`config.mk`:
```
export PLATFORM = sky130hd
export DESIGN_NAME = serport_regs
export DESIGN_NICKNAME = d
export VERILOG_FILES = /design/src/rtl/serport_pkg.sv /design/src/rtl/serport_rxq.sv /design/src/rtl/serport_irq.sv /design/src/rtl/serport_regs.sv
export SDC_FILE = /design/constraint.sdc
export NUM_CORES = 1
export LEC_CHECK = 0
export CELL_PAD_IN_SITES_DETAIL_PLACEMENT = 1
export CELL_PAD_IN_SITES_GLOBAL_PLACEMENT = 2
export CORE_MARGIN = 8
export CORE_UTILIZATION = 41
export CTS_BUF_LIST = sky130_fd_sc_hd__clkbuf_4 sky130_fd_sc_hd__clkbuf_8 sky130_fd_sc_hd__clkbuf_16
export CTS_CLUSTER_SIZE = 14
export DETAILED_ROUTE_END_ITERATION = 10
export DONT_BUFFER_PORTS = 1
export PLACE_DENSITY = 0.85
export SYNTH_ARGS = -nofsm -noshare
export SYNTH_HDL_FRONTEND = slang
export SYNTH_SLANG_ARGS = --single-unit
```
`constraint.sdc`:
```
create_clock -name clk -period 6.63 [get_ports clk]
set_clock_uncertainty 0.2 [all_clocks]
set_input_delay 1.989 -clock clk [delete_from_list [all_inputs] [get_ports clk]]
set_output_delay 1.989 -clock clk [all_outputs]
set_load 0.005 [all_outputs]
```
`src/rtl/serport_pkg.sv`:
```
package serport_pkg;
  localparam int unsigned BUS_DW = 32;
  localparam int unsigned BYTE_W = 8;

  // word indices (byte offset / 4)
  localparam logic [3:0] W_TXCTL = 4'h0;
  localparam logic [3:0] W_TXDMA = 4'h1;
  localparam logic [3:0] W_RXCTL = 4'h2;
  localparam logic [3:0] W_DOUT  = 4'h7;
  localparam logic [3:0] W_POP   = 4'h8;
  localparam logic [3:0] W_PEEK  = 4'h9;
  localparam logic [3:0] W_MASK  = 4'hB;
  localparam logic [3:0] W_ACK   = 4'hC;
  localparam logic [3:0] W_RAW   = 4'hD;
  localparam logic [3:0] W_MSKD  = 4'hE;

  localparam int unsigned ST_AVAIL = 16;
  localparam int unsigned ST_IDLE  = 22;
  localparam int unsigned ST_READY = 24;
  localparam int unsigned RXEN_BIT = 3;
  localparam int unsigned RAW_RXQ  = 3;
  localparam logic [BUS_DW-1:0] RXCTL_INIT = 32'h0001_0000;

  typedef enum logic [3:0] {
    SEL_TXCTL, SEL_TXDMA, SEL_RXCTL, SEL_DOUT, SEL_POP, SEL_PEEK,
    SEL_MASK, SEL_ACK, SEL_RAW, SEL_MSKD, SEL_NONE
  } reg_sel_e;

  function automatic reg_sel_e decode_word(input logic [3:0] w);
    case (w)
      W_TXCTL: decode_word = SEL_TXCTL;
      W_TXDMA: decode_word = SEL_TXDMA;
      W_RXCTL: decode_word = SEL_RXCTL;
      W_DOUT:  decode_word = SEL_DOUT;
      W_POP:   decode_word = SEL_POP;
      W_PEEK:  decode_word = SEL_PEEK;
      W_MASK:  decode_word = SEL_MASK;
      W_ACK:   decode_word = SEL_ACK;
      W_RAW:   decode_word = SEL_RAW;
      W_MSKD:  decode_word = SEL_MSKD;
      default: decode_word = SEL_NONE;
    endcase
  endfunction
endpackage

```
`src/rtl/serport_rxq.sv`:
```
module serport_rxq #(
  parameter int unsigned DEPTH = 16,
  parameter int unsigned DW    = 8
) (
  input  logic                       clk,
  input  logic                       rst_n,
  input  logic                       push,
  input  logic [DW-1:0]              push_data,
  input  logic                       pop,
  output logic [DW-1:0]              head,
  output logic [$clog2(DEPTH):0]     count,
  output logic                       full,
  output logic                       empty,
  output logic                       nonempty_next
);
  localparam int unsigned AW = $clog2(DEPTH);
  localparam int unsigned CW = AW + 1;
  localparam logic [CW-1:0] FULL_CNT = CW'(DEPTH);

  logic [DW-1:0] mem [DEPTH];
  logic [AW-1:0] wr_ptr;
  logic [AW-1:0] rd_ptr;
  logic [CW-1:0] cnt_q;
  logic [CW-1:0] cnt_d;

  // oldest entry lives at write pointer minus count, wrapping
  assign rd_ptr = wr_ptr - cnt_q[AW-1:0];
  assign head   = mem[rd_ptr];
  assign count  = cnt_q;
  assign full   = (cnt_q == FULL_CNT);
  assign empty  = (cnt_q == '0);

  always_comb begin
    case ({push, pop})
      2'b10:   cnt_d = cnt_q + 1'b1;
      2'b01:   cnt_d = cnt_q - 1'b1;
      default: cnt_d = cnt_q;
    endcase
  end
  assign nonempty_next = (cnt_d != '0);

  always_ff @(posedge clk) begin
    if (!rst_n) begin
      wr_ptr <= '0;
      cnt_q  <= '0;
    end else begin
      cnt_q <= cnt_d;
      if (push) wr_ptr <= wr_ptr + 1'b1;
    end
  end

  always_ff @(posedge clk) begin
    if (push) mem[wr_ptr] <= push_data;
  end
endmodule

```
`src/rtl/serport_irq.sv`:
```
module serport_irq #(
  parameter int unsigned DW      = 32,
  parameter int unsigned RXQ_BIT = 3
) (
  input  logic          clk,
  input  logic          rst_n,
  input  logic          dout_we,
  input  logic          ack_we,
  input  logic          any_we,
  input  logic          rx_push,
  input  logic          rxq_nonempty_next,
  input  logic [DW-1:0] wdata,
  input  logic [DW-1:0] mask,
  output logic [DW-1:0] raw,
  output logic [DW-1:0] masked,
  output logic [DW-1:0] ack_val,
  output logic          irq
);
  logic [DW-1:0] raw_q, raw_d, ack_q, ack_apply;
  logic          pend_q, pend_d;

  always_comb begin
    raw_d     = raw_q;
    pend_d    = pend_q;
    ack_apply = pend_q ? (wdata & ~DW'(1)) : wdata;
    if (dout_we) begin
      raw_d[1:0] = 2'b11;
      pend_d     = 1'b1;
    end
    if (ack_we) begin
      raw_d  = raw_d & ~ack_apply;
      pend_d = 1'b0;
    end
    if (any_we || rx_push) raw_d[RXQ_BIT] = rxq_nonempty_next;
  end

  always_ff @(posedge clk) begin
    if (!rst_n) begin
      raw_q  <= '0;
      ack_q  <= '0;
      pend_q <= 1'b0;
    end else begin
      raw_q  <= raw_d;
      pend_q <= pend_d;
      if (ack_we) ack_q <= ack_apply;
    end
  end

  assign raw     = raw_q;
  assign masked  = raw_q & mask;
  assign ack_val = ack_q;
  assign irq     = |masked;
endmodule

```
`src/rtl/serport_regs.sv`:
```
module serport_regs
  import serport_pkg::*;
#(
  parameter int unsigned RXQ_DEPTH = 16
) (
  input  logic                clk,
  input  logic                rst_n,
  input  logic                bus_sel,
  input  logic                bus_wr,
  input  logic [3:0]          bus_word,
  input  logic [BUS_DW-1:0]   bus_wdata,
  output logic [BUS_DW-1:0]   bus_rdata,
  input  logic                rx_valid,
  output logic                rx_ready,
  input  logic [BYTE_W-1:0]   rx_data,
  output logic                tx_valid,
  output logic [BYTE_W-1:0]   tx_data,
  output logic                irq
);
  localparam int unsigned QCW = $clog2(RXQ_DEPTH) + 1;

  reg_sel_e          sel;
  logic              wr_cyc, rd_cyc;
  logic [BUS_DW-1:0] txctl_q, txdma_q, rxctl_q, dout_q, mask_q;
  logic              rx_en, push, pop;
  logic [BYTE_W-1:0] q_head;
  logic [QCW-1:0]    q_count;
  logic              q_full, q_empty, q_ne_next;
  logic [BUS_DW-1:0] raw, masked, ack_val, status;
  logic              tx_v_q;
  logic [BYTE_W-1:0] tx_d_q;

  assign sel    = decode_word(bus_word);
  assign wr_cyc = bus_sel & bus_wr;
  assign rd_cyc = bus_sel & ~bus_wr;

  assign rx_en    = rxctl_q[RXEN_BIT];
  assign rx_ready = rx_en & ~q_full;
  assign push     = rx_valid & rx_ready;
  assign pop      = rd_cyc & (sel == SEL_POP) & ~q_empty;

  serport_rxq #(.DEPTH(RXQ_DEPTH), .DW(BYTE_W)) u_rxq (
    .clk(clk), .rst_n(rst_n), .push(push), .push_data(rx_data), .pop(pop),
    .head(q_head), .count(q_count), .full(q_full), .empty(q_empty),
    .nonempty_next(q_ne_next)
  );

  serport_irq #(.DW(BUS_DW), .RXQ_BIT(RAW_RXQ)) u_irq (
    .clk(clk), .rst_n(rst_n),
    .dout_we(wr_cyc && sel == SEL_DOUT),
    .ack_we(wr_cyc && sel == SEL_ACK),
    .any_we(wr_cyc), .rx_push(push), .rxq_nonempty_next(q_ne_next),
    .wdata(bus_wdata), .mask(mask_q),
    .raw(raw), .masked(masked), .ack_val(ack_val), .irq(irq)
  );

  always_ff @(posedge clk) begin
    if (!rst_n) begin
      txctl_q <= '0;
      txdma_q <= '0;
      rxctl_q <= RXCTL_INIT;
      dout_q  <= '0;
      mask_q  <= '0;
      tx_v_q  <= 1'b0;
      tx_d_q  <= '0;
    end else begin
      tx_v_q <= 1'b0;
      if (wr_cyc) begin
        case (sel)
          SEL_TXCTL: txctl_q <= bus_wdata;
          SEL_TXDMA: txdma_q <= bus_wdata;
          SEL_RXCTL: rxctl_q <= bus_wdata;
          SEL_MASK:  mask_q  <= bus_wdata;
          SEL_DOUT: begin
            dout_q <= bus_wdata;
            tx_v_q <= 1'b1;
            tx_d_q <= bus_wdata[BYTE_W-1:0];
          end
          default: ;
        endcase
      end
    end
  end

  always_comb begin
    status                 = '0;
    status[ST_READY]       = 1'b1;
    status[ST_IDLE]        = 1'b1;
    status[ST_AVAIL]       = ~q_empty;
    status[BYTE_W-1:0]     = q_empty ? '0 : q_head;
  end

  always_comb begin
    bus_rdata = '0;
    if (rd_cyc) begin
      case (sel)
        SEL_TXCTL:         bus_rdata = txctl_q;
        SEL_TXDMA:         bus_rdata = txdma_q;
        SEL_RXCTL:         bus_rdata = rxctl_q;
        SEL_DOUT:          bus_rdata = dout_q;
        SEL_POP, SEL_PEEK: bus_rdata = status;
        SEL_MASK:          bus_rdata = mask_q;
        SEL_ACK:           bus_rdata = ack_val;
        SEL_RAW:           bus_rdata = raw;
        SEL_MSKD:          bus_rdata = masked;
        default:           bus_rdata = '0;
      endcase
    end
  end

  assign tx_valid = tx_v_q;
  assign tx_data  = tx_d_q;
endmodule

```
* After elaboration in Yosys (flattened, before gate mapping) *
Memory sizes are Yosys's and may differ from the RTL's.
Index checks and enable logic that the tools add are counted.

cells by class
  add/sub/neg operators = 4
  reductions and logical operators = 16
  multiplexer cells = 11
  bitwise logic cells = 13
  equal/unequal tests = 12

operator list
  cell                 count
  $pmux 32 s9          1
  $and 32x32->32       2
  $mux 32              1
  $not 32->32          1
  $reduce_or 32->1     1
  $eq 4x3->1 const B   4
  $reduce_and 2->1     6
  $pmux 5 s2           1
  $eq 4x2->1 const B   2
  $eq 4x4->1 const B   2
  $mux 8               1
  $and 1x1->1          6
  $add 5x1->5 const B  1
  $eq 5x5->1 const B   1
  $logic_not 5->1      1
  $mux 1               5
  $reduce_bool 5->1    1
  $sub 5x1->5 const B  1
  $add 4x1->4 const B  1
  $eq 4x1->1 const B   1
  $logic_not 4->1      1
  $mux 4               1
  $not 1->1            4
  $reduce_or 2->1      2
  7 further kinds      8

word-level totals
  memories = 2
  ROM bits = 64
  memory bits (writable) = 128
  register bits after elaboration = 243
  output and inout bits = 43

memory list
  memory            words  bits a word  read ports  clocked after memory_dff  write ports  line               text
  u_rxq.mem         16     8            1           0                         1            serport_rxq.sv:20  logic [DW-1:0] mem [DEPTH];
  (name not given)  16     4            1           0                         0            serport_pkg.sv:30  case (w)

* Depth between registers and ports, before layout *
Gate-level depths: netlist (run 1).

  word-level depth = 8
  depth in mapped cells = 21
  depth with buffers taken out = 16

* Hierarchy *
A second synthesis (run 1) with hierarchy kept.

second synthesis, totals
  cell total of the unflattened synthesis = 1559
  area, all modules = 16306.9 µm²

modules (own cells, without submodules)
  module        seq. area each (µm²)  times used  cells an instance  area an instance (µm²)
  serport_regs  3223.1                1           998                8061.5
  serport_rxq   4023.9                1           304                5796.8
  serport_irq   1301.2                1           257                2448.6

* Worst setup path before layout (run 1) *
No wires, ideal clock.

  kind = in2out
  start = input port bus_word[1]
  end = output port bus_rdata[1]
  path slack = 0.662 ns
  path buffers = 4
  arrival = 3.779 ns
  stages on the path = 12
  path through = buf_4 inv_1 ha_1 clkbuf_1 nor2_1 a31o_2 buf_2 buf_2 a21oi_1 a21oi_1 a2111oi_0 o22ai_1

between the ends
  cells in the longest elaborated chain, start to end = 5

RTL lines
  item              line                text
  start, declared   serport_regs.sv:10  input logic [3:0] bus_word,
  $mem_v2 16x4 (*)  n/a
  $eq 4x3->1        serport_regs.sv:96  case (sel)
  $reduce_or 2->1   serport_regs.sv:96
  $pmux 32 s9 (*)   serport_regs.sv:96
  $mux 32 (*)       serport_regs.sv:95  if (rd_cyc) begin
  end, declared     serport_regs.sv:12  output logic [BUS_DW-1:0] bus_rdata,

Mark *: on every way between the ends. The rest lies on a longest branch, timed or not.

* Worst setup path after layout (run 1) *
  start = input port bus_word[1]
  end = output port bus_rdata[22]

The elaborated chain is that of the path after synthesis.

==> results of run 1 <==
-- sequential cells by signal (all words and copies together), names as in the netlist --
name and cells:
u_rxq.mem 128, txdma_q 32, txctl_q 32, dout_q 32, mask_q 32, u_irq.pend_q 1, rxctl_q 32, u_rxq.count 5
u_irq.ack_val 32, u_irq.raw 32, u_rxq.wr_ptr 4, tx_valid 1
-- logic make-up after synthesis --
| group | Yosys count | synth area share [%] |
|---|---|---|
| xor+xnor | 14 | 0.756 |
| flops | 363 | 52.7 |
| fa+ha+maj | 14 | 1.13 |
| simple gates | 653 | 17.1 |
| mux | 74 | 7.09 |
| compound gates | 391 | 17.1 |
| buf+inv | 142 | 4.16 |
-- per-stage QoR --
step	util (%)	instance area, um2	setup slack [ns]	power, uW
after floorplan	-	16200	0.662	2490
after global placement	42.6	16800	0.483	2540
after detailed placement	42.6	16800	0.389	2540
after CTS	45.9	18100	0.370	4770
after global routing	45.9	18100	0.211	4850
final	45.9	18100	0.280	4720
-- power groups by stage --
stage	Sequential (uW)	Clock, uW	Combinational [uW]
2_1_floorplan	2360	0	129
3_3_place_gp	2370	0	171
3_5_place_dp	2370	0	176
4_1_cts	2320	2270	177
5_1_grt	2320	2340	188
6_report	2320	2220	179
-- cell type report --
class,count,area [um2]
Sequential cell,363,8550
Multi-Input combinational cell,1146,7070
Timing Repair Buffer,46,433
Fill cell,4333,21300
Tap cell,525,657
Clock buffer,51,1130
Clock inverter,22,186
Inverter,15,56.3
-- metal layers --
layer  up-vias  share of wire, %
li1       5726                 -
met1      6384                44
met2       395                47
met3        90               6.6
met4         0               2.6
met5         -                 0
-- worst min-delay path: stages, from the launching register on --
cell and delay (ns):
dfxtp_1 0.30, nand2_1 0.05, a21boi_1 0.05
-- placed cells by master (no fill, tap or decap), types with 7 or more instances in the layout --
cell type	n
buf_4	39
a21boi_1	92
a21boi_0	100
o21ai_0	33
nor2_1	50
and3_1	32
inv_1	15
edfxtp_1	128
clkbuf_16	41
mux4_2	30
mux2i_1	41
nor2b_1	12
nor3b_1	8
o22ai_1	11
a22o_1	7
nor3_1	14
buf_12	7
nand2_1	485
a22oi_1	18
xnor2_1	10
clkinv_2	8
a221oi_1	18
o211ai_1	25
ha_1	11
and2_1	7
a21oi_1	53
dfxtp_1	235
-- worst max path at each step --
stage,start,slack [ns],endpoint,cells past startpoint
after floorplan,bus_word[1],0.66,bus_rdata[1],12
after global placement,bus_word[0],0.48,bus_rdata[22],7
after detailed placement,bus_word[1],0.39,bus_rdata[22],10
after CTS,bus_word[1],0.37,bus_rdata[22],10
after global routing,bus_word[0],0.21,bus_rdata[0],7
final,bus_word[1],0.28,bus_rdata[22],10
==> flow_summary.toml, run 1 <==
[power]
p_int_uw = 3640
seqPwrFrac_pct = 49.1
p_sw_share_pct = 22.9
combPwrFrac_pct = 3.8
power.switching_uw = 1080
pwr-share-clk_pct = 47.1
irDropWorstVdd_v = 0.000244
total_leakage_power_uw = 0.00586
pwr_density_cell_nw_per_um2 = 261

[timing]
drv_slew = 0
max_slew.worst_pin.slew_ns = 1.13
tns_ns = 0
rsz0062_at_grt = "false"
slew_headroom_pct = 24.3
max_freq_mhz = 157
fin_crit_sh_pct = 95.8
setup_viol = 0
timing.hold.ws_ns = 0.250
fin_crit_ns = 6.35
hold_viol = 0

[yosys]
ys_seq_area_share_pct = 52.7
synth_cells = 1651
yosysUniqueCellTypes = 59
synth_top_cell_by_area = "dfxtp_1"
synth_edf_count = 128
yosys.cell_count.top_type = "nand2_1"
synth_area_um2 = 16200
synth.net_count = 1714
async_flop_share_pct = 0
avgSynthCellArea_um2 = 9.83
ys_seq_elements = 363
ys_top_cells_by_count = "485 x nand2_1, 235 x dfxtp_1, 128 x edfxtp_1"
dominantRegCellSynth = "dfxtp_1"
yosys-top-cells-area = "dfxtp_1 29%, edfxtp_1 24%, nand2_1 11%, a21boi_0 4.6%, a21boi_1 4.3%"
ys.warnings.count = 0
yosysTopAreaCellShare_pct = 29.0

[job]
cap_violations = 0

[critical_path]
path_delay_family = "compound AO/OA/AOI/OAI gates"
cpMaxStageDelayCell = "o21ai_2"
timing.rr.start = "u_rxq.count[0]"
ff2ff_setup_slack_ns = 3.29
arrival_ns = 4.16
required_ns = 4.44
cp_max_fo = 21
crit_chain = "inv_1, ha_2, nand3b_1, o21ai_2, buf_12, nand2_1, nor2_1, a311oi_1, a21oi_1, buf_4"
startpoint_type = "input pin"
crit_type = "input pin to primary output"
slowest_delay_ns = 0.50
rr_worst_depth = 13
rr_endpoint = "u_irq.raw[3]"
cp-end-kind = "primary output"
critical_path_buf_inv_count = 3

[routing]
wl_per_cell_um = 24.4
firstDrtPassIters = 5
drtAntennaViolNets = 0
vias = 12600
drtIter0Drc = 891
drt-total-wl_mm = 52.8
remaining_drc_errors = 0
viasPerCell = 5.81

[clocking]
cts_hold_buf = 0
cts_buffers = 41
cts_max_path_buffers = 3
cts_tree = "done"
clk_pin_slew_ns = 0.06
ctsRootBufferMaster = "clkbuf_16"
clk-insertion-delay-late_ns = 0.58
post_cts_buffers = 0
h-tree-depth = 2
cts.sinks = 363
cts_resized = 0

[grt]
use_met2_pct = 36.5
first_global_vias = 12900
grtUsageMet3_pct = 4.49
antenna_found_initial = 0
grt_pass1_wl_mm = 80.4
grtUsageTotal_pct = 22.4
overflow = 0
use_met1_pct = 29.6
grt.busiest_layer = "met2"
grt_max_degree = 236

[die]
initial_core_util_pct = 41.2
die_w_um = 215
die_height_um = 215
fp.coreArea_um2 = 39400
rows = 73
ios = 92
die-area_um2 = 46200

[outcome]
status = "finished, final reports clean"

[placement]
io_buffers = 0
place_inst = 2095
dp_hpwl_mm = 34.9
place_congestion = 0.824

[hold_path]
hp-class = "flop to flop"
min_from = "txctl_q[27]"
hold_path_end = "txctl_q[27]"
whs_path_depth = 2

[finish]
num_antenna_cells = 0
final_nets = 1676
area_growth_pct = 11.5
fin_cells = 2168
drive_gt1_share_pct = 10.0
Note: power is estimated with default switching activity, not from simulation.
==> inputs of run 2 (changes only) <==
--- a/config.mk
+++ b/config.mk
@@ -13,6 +13,7 @@
 export CTS_CLUSTER_SIZE = 14
 export DETAILED_ROUTE_END_ITERATION = 10
 export DONT_BUFFER_PORTS = 1
+export GPL_TIMING_DRIVEN = 0
 export PLACE_DENSITY = 0.85
 export SYNTH_ARGS = -nofsm -noshare
 export SYNTH_HDL_FRONTEND = slang
==> run 2 against run 1 <==
Worst setup slack got worse by 0.23 ns. Count of clock-buffer cells in the layout increased by 3. Sequential power about the same. Largest cell class unchanged. Utilization increased by 0.83 points. Global-route usage increased by 2.9 points.
==> flow_summary.toml, run 2 (synthesis results as in run 1) <==
[grt]
grt_pass1_wl_mm = 88.3
grtUsageTotal_pct = 25.2
grt_max_degree = 17
antenna_found_initial = 1
first_global_vias = 13600
overflow = 0

[clocking]
cts.sinks = 363
cts_max_path_buffers = 3
post_cts_buffers = 0
cts_buffers = 41
cts_tree = "done"
ctsRootBufferMaster = "clkbuf_16"
cts_hold_buf = 0
clk-insertion-delay-late_ns = 0.58
h-tree-depth = 2
cts_resized = 12
clk_pin_slew_ns = 0.05

[critical_path]
required_ns = 4.44
startpoint_type = "input pin"
critical_path_buf_inv_count = 1
cp_max_fo = 10
slowest_delay_ns = 0.60
path_delay_family = "compound AO/OA/AOI/OAI gates"
arrival_ns = 4.39
crit_type = "input pin to primary output"
cpMaxStageDelayCell = "a21oi_1"
ff2ff_setup_slack_ns = 2.97
crit_chain = "ha_1, or3b_1, a21oi_1, buf_2, a22oi_1, a22o_1, o22ai_1"
cp-end-kind = "primary output"

[routing]
drtIter0Drc = 1129
vias = 13200
remaining_drc_errors = 0
drtAntennaViolNets = 0
wl_per_cell_um = 26.4
viasPerCell = 5.87
top_layer = "met4"
drt-total-wl_mm = 59.5
wl_met2_mm = 27.8
firstDrtPassIters = 5
dr_wl_met3_mm = 4.55
drt-met1-wl_mm = 24.9

[timing]
slew_headroom_pct = 30.0
fin_crit_sh_pct = 99.3
max_freq_mhz = 152
hold_viol = 0
rsz0062_at_grt = "true"
max_slew.worst_pin.slew_ns = 1.05
drv_slew = 0
setup_viol = 0
fin_crit_ns = 6.58

[power]
pwr_density_cell_nw_per_um2 = 270
irDropWorstVdd_v = 0.000380
total_leakage_power_uw = 0.00605

[finish]
regMostFlops = "u_rxq.mem"
largest_register_ffs = 128
drive_gt1_share_pct = 10.9
final_area_um2 = 18400
final_cell_mix = "485 x nand2_1, 235 x dfxtp_1, 128 x edfxtp_1"
num_antenna_cells = 0
final_nets = 1758
layout_commonest_cell = "nand2_1"
final_core_util_pct = 46.8
area_growth_pct = 13.5

[placement]
place_congestion = 0.903
placed_area_um2 = 16900
io_buffers = 0
dp_hpwl_mm = 42.2

[die]
ios = 92
die_w_um = 215
die-area_um2 = 46200
initial_core_util_pct = 41.2
fp.coreArea_um2 = 39400
die_height_um = 215
rows = 73

[hold_path]
hp-class = "flop to flop"

[outcome]
status = "finished, final reports clean"

[job]
cap_violations = 0
==> run 2: cell types whose count changed in the layout (fill, tap and decap cells not counted), moves of 7 or more <==
cell      delta
buf_2       +34
buf_12       -7
buf_4       -26
clkbuf_1    +60
buf_6        +8
clkbuf_2     +9
==> run 2: report_power, final <==
part	switching, uW	total, uW	internal [uW]
Clock	980	2430	1450
Combinational	165	232	66.9
Sequential	7.79	2320	2310
Total	1150	4980	3820
==> run 2: path summary, 6_finish.rpt <==
check	startpoint	endpoint	depth (start not counted)
worst max register to register	u_rxq.count[2]	u_irq.raw[3]	15
worst min register to register	txctl_q[27]	txctl_q[27]	2
worst min-delay path	txctl_q[27]	txctl_q[27]	2
worst max-delay path	bus_word[0]	bus_rdata[0]	7
==> run 2: cell type report <==
cell class | count | area (um2)
Fill cell | 4360 | 21000
Sequential cell | 363 | 8550
Multi-Input combinational cell | 1146 | 7060
Clock buffer | 54 | 1170
Tap cell | 525 | 657
Buffer | 127 | 649
Clock inverter | 22 | 272
Inverter | 15 | 56.3
Timing Repair Buffer | 1 | 5.00
==> run 2: metrics by stage <==
step | hold WS, ns | setup WS, ns | TNS, ns | power (uW) | instances
floorplan | 0.233 | 0.662 | 0 | 2490 | 1651
global placement | 0.240 | -0.243 | -2.16 | 2590 | 2176
detailed placement | 0.244 | -0.266 | -3.01 | 2590 | 2177
CTS | 0.252 | -0.0171 | -0.0171 | 4990 | 2253
global route | 0.270 | -0.0539 | -0.136 | 5080 | 2253
finish | 0.251 | 0.0485 | 0 | 4980 | 2253
==> run 2: layer usage <==
layer	up-vias	GRT usage (%)
li1	5912	-
met1	6699	32.2
met2	484	41.2
met3	125	5.38
met4	0	10.4
met5	-	0
==> run 2: worst reg2reg max path: stages (launching register included) <==
cell	delay (ns)
dfxtp_1	0.30
clkbuf_1	0.28
nor2_1	0.15
a31oi_2	0.49
nand2_1	0.13
nor2_1	0.20
ha_1	0.18
clkbuf_1	0.34
xor2_1	0.13
ha_1	0.24
a21oi_1	0.15
xor2_1	0.16
nor2_1	0.06
xnor2_1	0.25
and3_1	0.20
a31oi_1	0.07
==> inputs of run 3 (changes only) <==
--- a/config.mk
+++ b/config.mk
@@ -13,8 +13,11 @@
 export CTS_CLUSTER_SIZE = 14
 export DETAILED_ROUTE_END_ITERATION = 10
 export DONT_BUFFER_PORTS = 1
+export GPL_ROUTABILITY_DRIVEN = 0
 export GPL_TIMING_DRIVEN = 0
 export PLACE_DENSITY = 0.85
+export SLEW_MARGIN = 40
 export SYNTH_ARGS = -nofsm -noshare
 export SYNTH_HDL_FRONTEND = slang
 export SYNTH_SLANG_ARGS = --single-unit
+export TNS_END_PERCENT = 20
==> run 3 against run 2 <==
Critical path depth up 4. Worst setup slack better by 0.063 ns. Utilization about the same. Global-route usage up 0.14 points. Total power down 2.1%. Sequential power about the same. Die area unchanged. Clock power down 5%. Highest routed layer is now met5. Critical endpoint is now bus_rdata[30]. Routed wire length up 0.79%. Register-to-register slack worse by 0.05 ns.
==> flow_summary.toml, run 3 (synthesis results as in run 1) <==
[outcome]
status = "finished, final reports clean"

[clocking]
cts_max_path_buffers = 3
clk-insertion-delay-late_ns = 0.59
cts.sinks = 363
ctsRootBufferMaster = "clkbuf_16"
cts_tree = "done"
clk_pin_slew_ns = 0.05
h-tree-depth = 2
cts_buffers = 41

[critical_path]
startpoint_type = "input pin"
timing.rr.start = "u_rxq.count[2]"
crit_chain = "buf_4, inv_1, ha_1, nand3b_1, o21ai_2, buf_4, buf_4, o211ai_1, o21ai_0, nor3_1, nor2_1"
cpMaxStageDelayCell = "o21ai_2"
crit_type = "input pin to primary output"
rr_worst_depth = 15
startpoint = "bus_word[1]"
crit_end = "bus_rdata[30]"
cp-end-kind = "primary output"
required_ns = 4.44
path_delay_family = "buffers and inverters"
ff2ff_setup_slack_ns = 2.92
critical_path_buf_inv_count = 4
slowest_delay_ns = 0.49
cp_max_fo = 10
cpMostUsedCell = "buf_4"
path_depth = 11
rr_endpoint = "u_irq.raw[3]"
arrival_ns = 4.33

[finish]
area_growth_pct = 13.5
regMostFlops = "u_rxq.mem"
final_core_util_pct = 46.8
multi_input_area_um2 = 7100
final_cell_mix = "485 x nand2_1, 235 x dfxtp_1, 128 x edfxtp_1"
drive_gt1_share_pct = 11.8
num-fill-cells = 4427
largest_register_ffs = 128
num_antenna_cells = 0
regArea_um2 = 8550
final_nets = 1758
final_area_um2 = 18400
layout_commonest_cell = "nand2_1"

[die]
die-area_um2 = 46200
fp.coreArea_um2 = 39400
initial_core_util_pct = 41.2
die_height_um = 215
ios = 92
die_w_um = 215
rows = 73

[grt]
grt_max_degree = 17
first_global_vias = 13600
antenna_found_initial = 3
grtUsageTotal_pct = 25.4
grt_pass1_wl_mm = 88.6
overflow = 0

[timing]
rsz0062_at_grt = "false"
setup_viol = 0
hold_viol = 0
fin_crit_sh_pct = 98.3
setup_slack_ns = 0.112
slew_headroom_pct = 41.8
fin_crit_ns = 6.52
max_freq_mhz = 153
drv_slew = 0
max_slew.worst_pin.slew_ns = 0.873

[placement]
placed_area_um2 = 16900
dp_hpwl_mm = 42.3
place_ws_ns = -0.312
io_buffers = 0

[hold_path]
hp-class = "flop to flop"

[power]
total_leakage_power_uw = 0.00603
irDropWorstVdd_v = 0.000251
pwr_density_cell_nw_per_um2 = 265

[routing]
remaining_drc_errors = 0
wl_per_cell_um = 26.6
drtIter0Drc = 1007
vias = 13200
viasPerCell = 5.86
drtAntennaViolNets = 0
drt-total-wl_mm = 60.0
firstDrtPassIters = 5

[job]
cap_violations = 0
==> run 3: what timing repair did <==
| item | CTS | global route |
|---|---|---|
| gates resized for setup | 13 | 11 |
| setup endpoints to repair | 30 | 26 |
| endpoints found under the hold margin | 0 | 0 |
| setup buffers | 0 | 0 |
| hold buffers | 0 | 0 |
| gates cloned | 0 | 0 |
==> run 3: tightest hold or removal path, stage by stage (launching register included) <==
cell and delay, ns:
dfxtp_1 0.30, nand2_1 0.05, a21boi_1 0.05
==> run 3: layout make-up <==
cell class                 instances  share of cell area, %
clock buffer                      55                   6.31
clock inverter                    21                   1.18
multi-input combinational       1146                   38.6
buffer                           126                   3.52
timing repair buffer               2                 0.0884
inverter                          15                  0.306
sequential                       363                   46.4
tap                              525                   3.57
==> run 3: how the worst min path moves through the flow <==
stage	from	cells past startpoint	to	slack [ns]
global route	txctl_q[18]	2	txctl_q[18]	0.27
finish	txctl_q[27]	2	txctl_q[27]	0.25
global placement	rxctl_q[12]	2	rxctl_q[12]	0.24
CTS	txctl_q[22]	2	txctl_q[22]	0.25
floorplan	txctl_q[5]	2	txctl_q[5]	0.23
detailed placement	txctl_q[22]	2	txctl_q[22]	0.24
==> run 3: layer usage <==
| metal | share of wire, % | GRT usage [%] | up-vias | wire length [um] |
|---|---|---|---|---|
| met5 | 0.042 | 0 | - | 25 |
| met4 | 3.6 | 10.2 | 4 | 2160 |
| met3 | 7.9 | 5.45 | 120 | 4720 |
| met2 | 47 | 41.8 | 494 | 28200 |
| met1 | 41 | 32.1 | 6678 | 24900 |
| li1 | - | - | 5908 | - |
==> run 3: report_power, final <==
part	switching [uW]	internal [uW]
Combinational	166	67.5
Clock	991	1330
Sequential	7.77	2310
==> run 3: per-stage QoR <==
| stage | hold WS (ns) | cells | total power (uW) | setup TNS [ns] |
|---|---|---|---|---|
| 2_1_floorplan | 0.233 | 1651 | 2490 | 0 |
| 6_report | 0.252 | 2253 | 4870 | 0 |
| 3_3_place_gp | 0.240 | 2176 | 2590 | -2.16 |
| 3_5_place_dp | 0.244 | 2177 | 2590 | -3.98 |
| 4_1_cts | 0.252 | 2253 | 4890 | 0 |
| 5_1_grt | 0.268 | 2253 | 4990 | 0 |
